<file path="src/rtl/pse_pkg.sv">
package pse_pkg;
  localparam int PSE_DATA_W     = 24;
  localparam int PSE_ADDR_W     = 3;
  localparam int PSE_UNUSED_BIT = 23;

  // word addresses
  localparam int ADR_RX   = 0;
  localparam int ADR_TX   = 1;
  localparam int ADR_STG1 = 2;
  localparam int ADR_STG2 = 3;
  localparam int ADR_OVR  = 4;

  // override word fields
  localparam int OVR_W    = 4;
  localparam int OVR_ARM  = 0;
  localparam int OVR_TX   = 1;
  localparam int OVR_EN1  = 2;
  localparam int OVR_EN2  = 3;
endpackage

</file>
<file path="src/rtl/pse_sync.sv">
module pse_sync #(
  parameter int STAGES = 2,
  parameter bit RST_VAL = 1'b0
) (
  input  logic clk,
  input  logic rst_n,
  input  logic d,
  output logic q
);
  logic [STAGES-1:0] chain;

  always_ff @(posedge clk or negedge rst_n) begin
    if (!rst_n) chain <= {STAGES{RST_VAL}};
    else        chain <= {chain[STAGES-2:0], d};
  end

  assign q = chain[STAGES-1];
endmodule

</file>
<file path="src/rtl/pse_serial_rx.sv">
module pse_serial_rx #(
  parameter int DATA_W = 24,
  parameter int ADDR_W = 3,
  parameter int SYNC_N = 2
) (
  input  logic              clk,
  input  logic              rst_n,
  input  logic              ser_clk,
  input  logic              ser_dat,
  input  logic              ser_lat,
  output logic              wr_stb,
  output logic [ADDR_W-1:0] wr_addr,
  output logic [DATA_W-1:0] wr_data
);
  localparam int FRAME_W = DATA_W + ADDR_W;

  logic sck_s, sdt_s, slt_s;
  logic sck_d, slt_d;
  logic sck_rise, lat_rise, shift_en;
  logic [FRAME_W-1:0] sh_q;

  pse_sync #(.STAGES(SYNC_N), .RST_VAL(1'b0)) u_sck (.clk(clk), .rst_n(rst_n), .d(ser_clk), .q(sck_s));
  pse_sync #(.STAGES(SYNC_N), .RST_VAL(1'b0)) u_sdt (.clk(clk), .rst_n(rst_n), .d(ser_dat), .q(sdt_s));
  pse_sync #(.STAGES(SYNC_N), .RST_VAL(1'b1)) u_slt (.clk(clk), .rst_n(rst_n), .d(ser_lat), .q(slt_s));

  assign sck_rise = sck_s & ~sck_d;
  assign lat_rise = slt_s & ~slt_d;
  assign shift_en = sck_rise & ~slt_s;

  always_ff @(posedge clk or negedge rst_n) begin
    if (!rst_n) begin
      sck_d   <= 1'b0;
      slt_d   <= 1'b1;
      sh_q    <= '0;
      wr_stb  <= 1'b0;
      wr_addr <= '0;
      wr_data <= '0;
    end else begin
      sck_d  <= sck_s;
      slt_d  <= slt_s;
      if (shift_en) sh_q <= {sh_q[FRAME_W-2:0], sdt_s};
      wr_stb <= lat_rise;
      if (lat_rise) begin
        wr_addr <= sh_q[ADDR_W-1:0];
        wr_data <= sh_q[FRAME_W-1:ADDR_W];
      end
    end
  end
endmodule

</file>
<file path="src/rtl/pse_regfile.sv">
module pse_regfile #(
  parameter int DATA_W     = 24,
  parameter int ADDR_W     = 3,
  parameter int UNUSED_BIT = 23
) (
  input  logic              clk,
  input  logic              rst_n,
  input  logic              wr_stb,
  input  logic [ADDR_W-1:0] wr_addr,
  input  logic [DATA_W-1:0] wr_data,
  input  logic [ADDR_W-1:0] rd_addr,
  output logic [DATA_W-1:0] rd_data,
  output logic [DATA_W-1:0] rx_q,
  output logic [DATA_W-1:0] tx_q,
  output logic [DATA_W-1:0] stg1_q,
  output logic [DATA_W-1:0] stg2_q,
  output logic [pse_pkg::OVR_W-1:0] ovr_q
);
  import pse_pkg::*;
  localparam int NWORDS = 4;
  localparam logic [DATA_W-1:0] KEEP = ~(DATA_W'(1) << UNUSED_BIT);

  logic [DATA_W-1:0] words_q [NWORDS];

  for (genvar g = 0; g < NWORDS; g++) begin : g_word
    always_ff @(posedge clk or negedge rst_n) begin
      if (!rst_n) words_q[g] <= '0;
      else if (wr_stb && wr_addr == ADDR_W'(g)) words_q[g] <= wr_data & KEEP;
    end
  end

  always_ff @(posedge clk or negedge rst_n) begin
    if (!rst_n) ovr_q <= '0;
    else if (wr_stb && wr_addr == ADDR_W'(ADR_OVR)) ovr_q <= wr_data[OVR_W-1:0];
  end

  assign rx_q   = words_q[ADR_RX];
  assign tx_q   = words_q[ADR_TX];
  assign stg1_q = words_q[ADR_STG1];
  assign stg2_q = words_q[ADR_STG2];

  always_comb begin
    rd_data = '0;
    if (rd_addr < ADDR_W'(NWORDS))            rd_data = words_q[rd_addr[1:0]];
    else if (rd_addr == ADDR_W'(ADR_OVR))     rd_data = DATA_W'(ovr_q);
  end
endmodule

</file>
<file path="src/rtl/pse_enable_core.sv">
module pse_enable_core #(
  parameter int DATA_W     = 24,
  parameter int UNUSED_BIT = 23
) (
  input  logic              clk,
  input  logic              rst_n,
  input  logic              pin_tx,
  input  logic              pin_en1,
  input  logic              pin_en2,
  input  logic [pse_pkg::OVR_W-1:0] ovr_q,
  input  logic [DATA_W-1:0] rx_q,
  input  logic [DATA_W-1:0] tx_q,
  input  logic [DATA_W-1:0] stg1_q,
  input  logic [DATA_W-1:0] stg2_q,
  output logic              eff_tx,
  output logic              eff_en1,
  output logic              eff_en2,
  output logic [DATA_W-1:0] pwr_en
);
  import pse_pkg::*;
  localparam logic [DATA_W-1:0] KEEP = ~(DATA_W'(1) << UNUSED_BIT);

  function automatic logic [DATA_W-1:0] stage_mask(
    input logic [DATA_W-1:0] mode, input logic [DATA_W-1:0] s1,
    input logic [DATA_W-1:0] s2,   input logic e1, input logic e2);
    return (((mode & s1) & {DATA_W{e1}}) | ((mode & s2) & {DATA_W{e2}})) & KEEP;
  endfunction

  logic [DATA_W-1:0] mode_w, en_next;

  assign eff_tx  = ovr_q[OVR_ARM] ? ovr_q[OVR_TX]  : pin_tx;
  assign eff_en1 = ovr_q[OVR_ARM] ? ovr_q[OVR_EN1] : pin_en1;
  assign eff_en2 = ovr_q[OVR_ARM] ? ovr_q[OVR_EN2] : pin_en2;
  assign mode_w  = eff_tx ? tx_q : rx_q;
  assign en_next = stage_mask(mode_w, stg1_q, stg2_q, eff_en1, eff_en2);

  always_ff @(posedge clk or negedge rst_n) begin
    if (!rst_n) pwr_en <= '0;
    else        pwr_en <= en_next;
  end
endmodule

</file>
<file path="src/rtl/pse_ctrl.sv">
module pse_ctrl #(
  parameter int DATA_W     = pse_pkg::PSE_DATA_W,
  parameter int ADDR_W     = pse_pkg::PSE_ADDR_W,
  parameter int UNUSED_BIT = pse_pkg::PSE_UNUSED_BIT,
  parameter int SYNC_N     = 2
) (
  input  logic              clk,
  input  logic              rst_n,
  input  logic              ser_clk,
  input  logic              ser_dat,
  input  logic              ser_lat,
  input  logic              pin_tx,
  input  logic              pin_en1,
  input  logic              pin_en2,
  input  logic [ADDR_W-1:0] rd_addr,
  output logic [DATA_W-1:0] rd_data,
  output logic [DATA_W-1:0] pwr_en
);
  logic              wr_stb;
  logic [ADDR_W-1:0] wr_addr;
  logic [DATA_W-1:0] wr_data;
  logic [DATA_W-1:0] rx_q, tx_q, stg1_q, stg2_q;
  logic [pse_pkg::OVR_W-1:0] ovr_q;
  logic eff_tx, eff_en1, eff_en2;

  pse_serial_rx #(.DATA_W(DATA_W), .ADDR_W(ADDR_W), .SYNC_N(SYNC_N)) u_rx (
    .clk(clk), .rst_n(rst_n), .ser_clk(ser_clk), .ser_dat(ser_dat), .ser_lat(ser_lat),
    .wr_stb(wr_stb), .wr_addr(wr_addr), .wr_data(wr_data));

  pse_regfile #(.DATA_W(DATA_W), .ADDR_W(ADDR_W), .UNUSED_BIT(UNUSED_BIT)) u_rf (
    .clk(clk), .rst_n(rst_n), .wr_stb(wr_stb), .wr_addr(wr_addr), .wr_data(wr_data),
    .rd_addr(rd_addr), .rd_data(rd_data), .rx_q(rx_q), .tx_q(tx_q),
    .stg1_q(stg1_q), .stg2_q(stg2_q), .ovr_q(ovr_q));

  pse_enable_core #(.DATA_W(DATA_W), .UNUSED_BIT(UNUSED_BIT)) u_core (
    .clk(clk), .rst_n(rst_n), .pin_tx(pin_tx), .pin_en1(pin_en1), .pin_en2(pin_en2),
    .ovr_q(ovr_q), .rx_q(rx_q), .tx_q(tx_q), .stg1_q(stg1_q), .stg2_q(stg2_q),
    .eff_tx(eff_tx), .eff_en1(eff_en1), .eff_en2(eff_en2), .pwr_en(pwr_en));
endmodule

</file>
<file path="config.mk">
export PLATFORM = sky130hd
export DESIGN_NAME = pse_ctrl
export DESIGN_NICKNAME = d
export VERILOG_FILES = /design/src/rtl/pse_pkg.sv /design/src/rtl/pse_sync.sv /design/src/rtl/pse_serial_rx.sv /design/src/rtl/pse_regfile.sv /design/src/rtl/pse_enable_core.sv /design/src/rtl/pse_ctrl.sv
export SDC_FILE = /design/constraint.sdc
export NUM_CORES = 1
export LEC_CHECK = 0
export ABC_AREA = 1
export BUFFER_PORTS_ARGS = -buffer_cell sky130_fd_sc_hd__buf_2
export CORE_MARGIN = 2
export CORE_UTILIZATION = 28
export CTS_CLUSTER_SIZE = 20
export DETAILED_ROUTE_END_ITERATION = 8
export GPL_TIMING_DRIVEN = 0
export RECOVER_POWER = 25
export SLEW_MARGIN = 20
export SYNTH_ARGS = -nofsm -noshare
export SYNTH_HDL_FRONTEND = slang
export SYNTH_SLANG_ARGS = --single-unit
</file>
<file path="constraint.sdc">
create_clock -name clk -period 1.5 [get_ports clk]
set_input_delay 0.075 -clock clk [delete_from_list [all_inputs] [get_ports clk]]
set_output_delay 0.075 -clock clk [all_outputs]
set_load 0.1 [all_outputs]
</file>
==> out/qor.yml <==
run_status: "finished with violations"
failed_checks: "negative setup slack"
route.antenna.remaining_nets: 0
post_synth.cell_area_avg_sq_um: 7.86
routed-via-count: 7058
pwr_density_cell_nw_per_um2: 1180
place_ws_ns: -0.654
drt_wl_total_mm: 23.0
remaining_drc_errors: 0
die_area_sq_um: 30400
synth_largest_area_cell: "dfrtp_1"
worst-path-max-fanout: 2
initial_standard_cell_utilization_of_the_core_pct: 28.4
wire_length_of_the_first_global_routing_pass_mm: 36.3
design.core.area_sq_um: 28600
critical_path.cell_chain: "inv_1, nand2_1, nand3_1, a21oi_2, buf_8"
tritoncts: "yes"
drt-pass1-iter-count: 5
power.leakage_uw: 0.00499
avgViaCountPerCell: 4.54
final-hold-violation-count: 0
post-route-worst-setup-slack_ns: -0.0336
synth_edf_count: 0
critPathBufInv: 2
synth_async_sr_flop_share_pct: 100
worst_hold_path_type: "input port to flip-flop"
chipHeight_microns: 174
clock-skew-final_ns: 0.00757
r2r_slack_ns: -0.02
synth-seq-cells: 180
cp.required_ns: 1.42
clk_path_buf_depth: 2
yosys_most_used_dff: "dfrtp_1"
global_route_usage_over_all_layers_pct: 15.3
insertion_delay_ns: 0.44
dr.first_iter.drc_count: 516
ys_top_cells_by_area: "dfrtp_1, nand2_1, o21ai_0, inv_1, nand3_1"
finalWeightedCongestion: 0.818
fillers: 2912
layout-area-overhead-vs-synth_pct: 29.4
worst_slew_margin_rel_pct: 56.3
clock_buffers_created_by_tritoncts: 17
first_global_vias: 6780
whs_ns: 0.0869
totalPowerFinal_uw: 12500
clkTransAtPathRegs_ns: 0.07
count_of_mapped_cells_out_of_synthesis: 1035
count_of_warnings_emitted_by_yosys: 0
endpoint_kind: "primary output"
post_synth_num_cell_types: 22
synth_top_cells_by_count: "nand2_1, dfrtp_1, o21ai_0, inv_1, nand3_1"
number_of_placed_i_o_pins: 59
gr-total-overflow: 0
grt_max_degree: 99
top_count_cell_post_synth: "nand2_1"
ys_seq_area_share_pct: 55.4
cts.sink_count: 180
cts_htree_levels: 4
antenna_found_initial: 0
timing.final.max_slew_violations: 0
hpwlAfterDp_mm: 14.8
insertedDiodeCount: 0
timing.critical_path.arrival_ns: 1.46
max_stage_delay_ns: 0.36
maximum_operating_frequency_mhz: 652
clockRootBuffer: "clkbuf_16"
grt_setup_unrepaired: "true"
max_cap_viols: 0
routed_wire_length_per_instance_microns: 14.8
std_cell_rows: 62
final-setup-viol-count: 8
synth_largest_type_area_fraction_pct: 54.5
fin_crit_sh_pct: 102
layout_min_cycle_time_ns: 1.53
finalNetCount: 1168
worst_setup_path_start_kind: "flip-flop"
worst_ir_drop_vdd_mv: 0.826
io_buffer_count: 55
worst_slew_pin_slew_ns: 0.655
timing.setup.critical_path_class: "flip-flop to primary output"
layout-drive-gt1-share_pct: 21.6
cell_at_the_slowest_stage_of_the_critical_path: "dfrtp_1"
timing.critical_path.max_delay_family: "flip-flops"
die-width_microns: 174
mappedNetlistArea_sq_um: 8130
==> logic make-up after synthesis <==
group / Yosys count / share of synthesized area, %
compound gates: 167 / 10.3
simple gates: 499 / 24.8
buf+inv: 188 / 9.49
other cells: 1 / 0.0461
flops: 180 / 55.4
==> worst min-delay path, cell delays in order <==
cell and delay, ns:
buf_2 0.09, nand2_1 0.06, nand2_2 0.11, nand2_1 0.06, nand2_1 0.05, nor2_1 0.04
==> layout by cell type, fill, tap and decap left out, types with 7 or more instances in the layout <==
master / instances
o21ai_1: 9
buf_4: 51
clkbuf_16: 17
buf_2: 53
a21oi_4: 7
nand3_1: 66
nand2_2: 19
a21oi_2: 12
o21ai_0: 138
nand3_2: 13
nor2_1: 25
inv_1: 118
clkbuf_4: 10
dfrtp_1: 177
inv_2: 13
nand2_1: 369
clkbuf_2: 12
buf_12: 20
==> sequential cells by signal, summed over array words and instances (netlist names) <==
register and count:
u_rx.wr_stb 1, u_rx.slt_d 1, u_core.pwr_en 23, u_rx.u_sdt.chain 2, u_rx.wr_data 23, u_rx.wr_addr 3, u_rx.sh_q 26, u_rx.u_sck.chain 2
u_rf.ovr_q 4, u_rf.rx_q 23, u_rx.u_slt.chain 2, u_rf.stg2_q 23, u_rf.tx_q 23, u_rx.sck_d 1, u_rf.stg1_q 23
==> layer usage <==
layer	GRT usage [%]	vias to the layer above	part of all wire, %
met5	0	-	0
met4	5.53	0	2.5
met3	2.78	35	5.3
met2	25.3	192	48
met1	19.9	3379	44
li1	-	3452	-
==> per-stage QoR <==
step,TNS (ns),area (sq um),instances,utilization (%)
detailed placement,-8.84,9000,1476,31.4
finish,-0.141,10500,1554,36.8
global route,-1.89,10500,1554,36.8
global placement,-477.22,8960,1475,31.3
floorplan,-1.68,8210,1036,-
CTS,-0.337,10200,1540,35.6
==> report_power, final <==
part	switching [uW]	internal (uW)
combinational	1650	662
clock	1980	2810
sequential	220	5150
==> layout make-up <==
type                            instances  area, sq um  area share [%]
Sequential cell                       180         4510            42.8
Multi-Input combinational cell        668         3090            29.4
Timing Repair Buffer                  103         1000            9.53
Inverter                              131          492            4.67
Tap cell                              384          480            4.56
Clock buffer                           17          425            4.04
Buffer                                 56          323            3.07
Clock inverter                         15          204            1.94
==> path summary, 6_finish.rpt <==
kind,startpoint,endpoint,cells after the start
worst max-delay path,u_rf.tx_q[14]$_DFFE_PN0P_,rd_data[14],5
worst min-delay path,pin_tx,u_core.pwr_en[1]$_DFF_PN0_,6
worst max register to register,u_rf.ovr_q[0]$_DFFE_PN0P_,u_core.pwr_en[13]$_DFF_PN0_,7
worst min register to register,u_rx.u_sck.chain[0]$_DFF_PN0_,u_rx.u_sck.chain[1]$_DFF_PN0_,0
max in group asynchronous,rst_n,u_rx.wr_data[19]$_DFFE_PN0P_,3
min in group asynchronous,rst_n,u_rx.sh_q[8]$_DFFE_PN0P_,2
==> timing repair <==
action                     4_1_cts  5_1_grt
buffers inserted                28       15
hold buffers                     4        0
setup endpoints to repair       57      111
hold endpoints to repair        82        0
resized for setup               92       81
pin swaps                       21       25
Note: power is estimated with default switching activity, not from simulation.
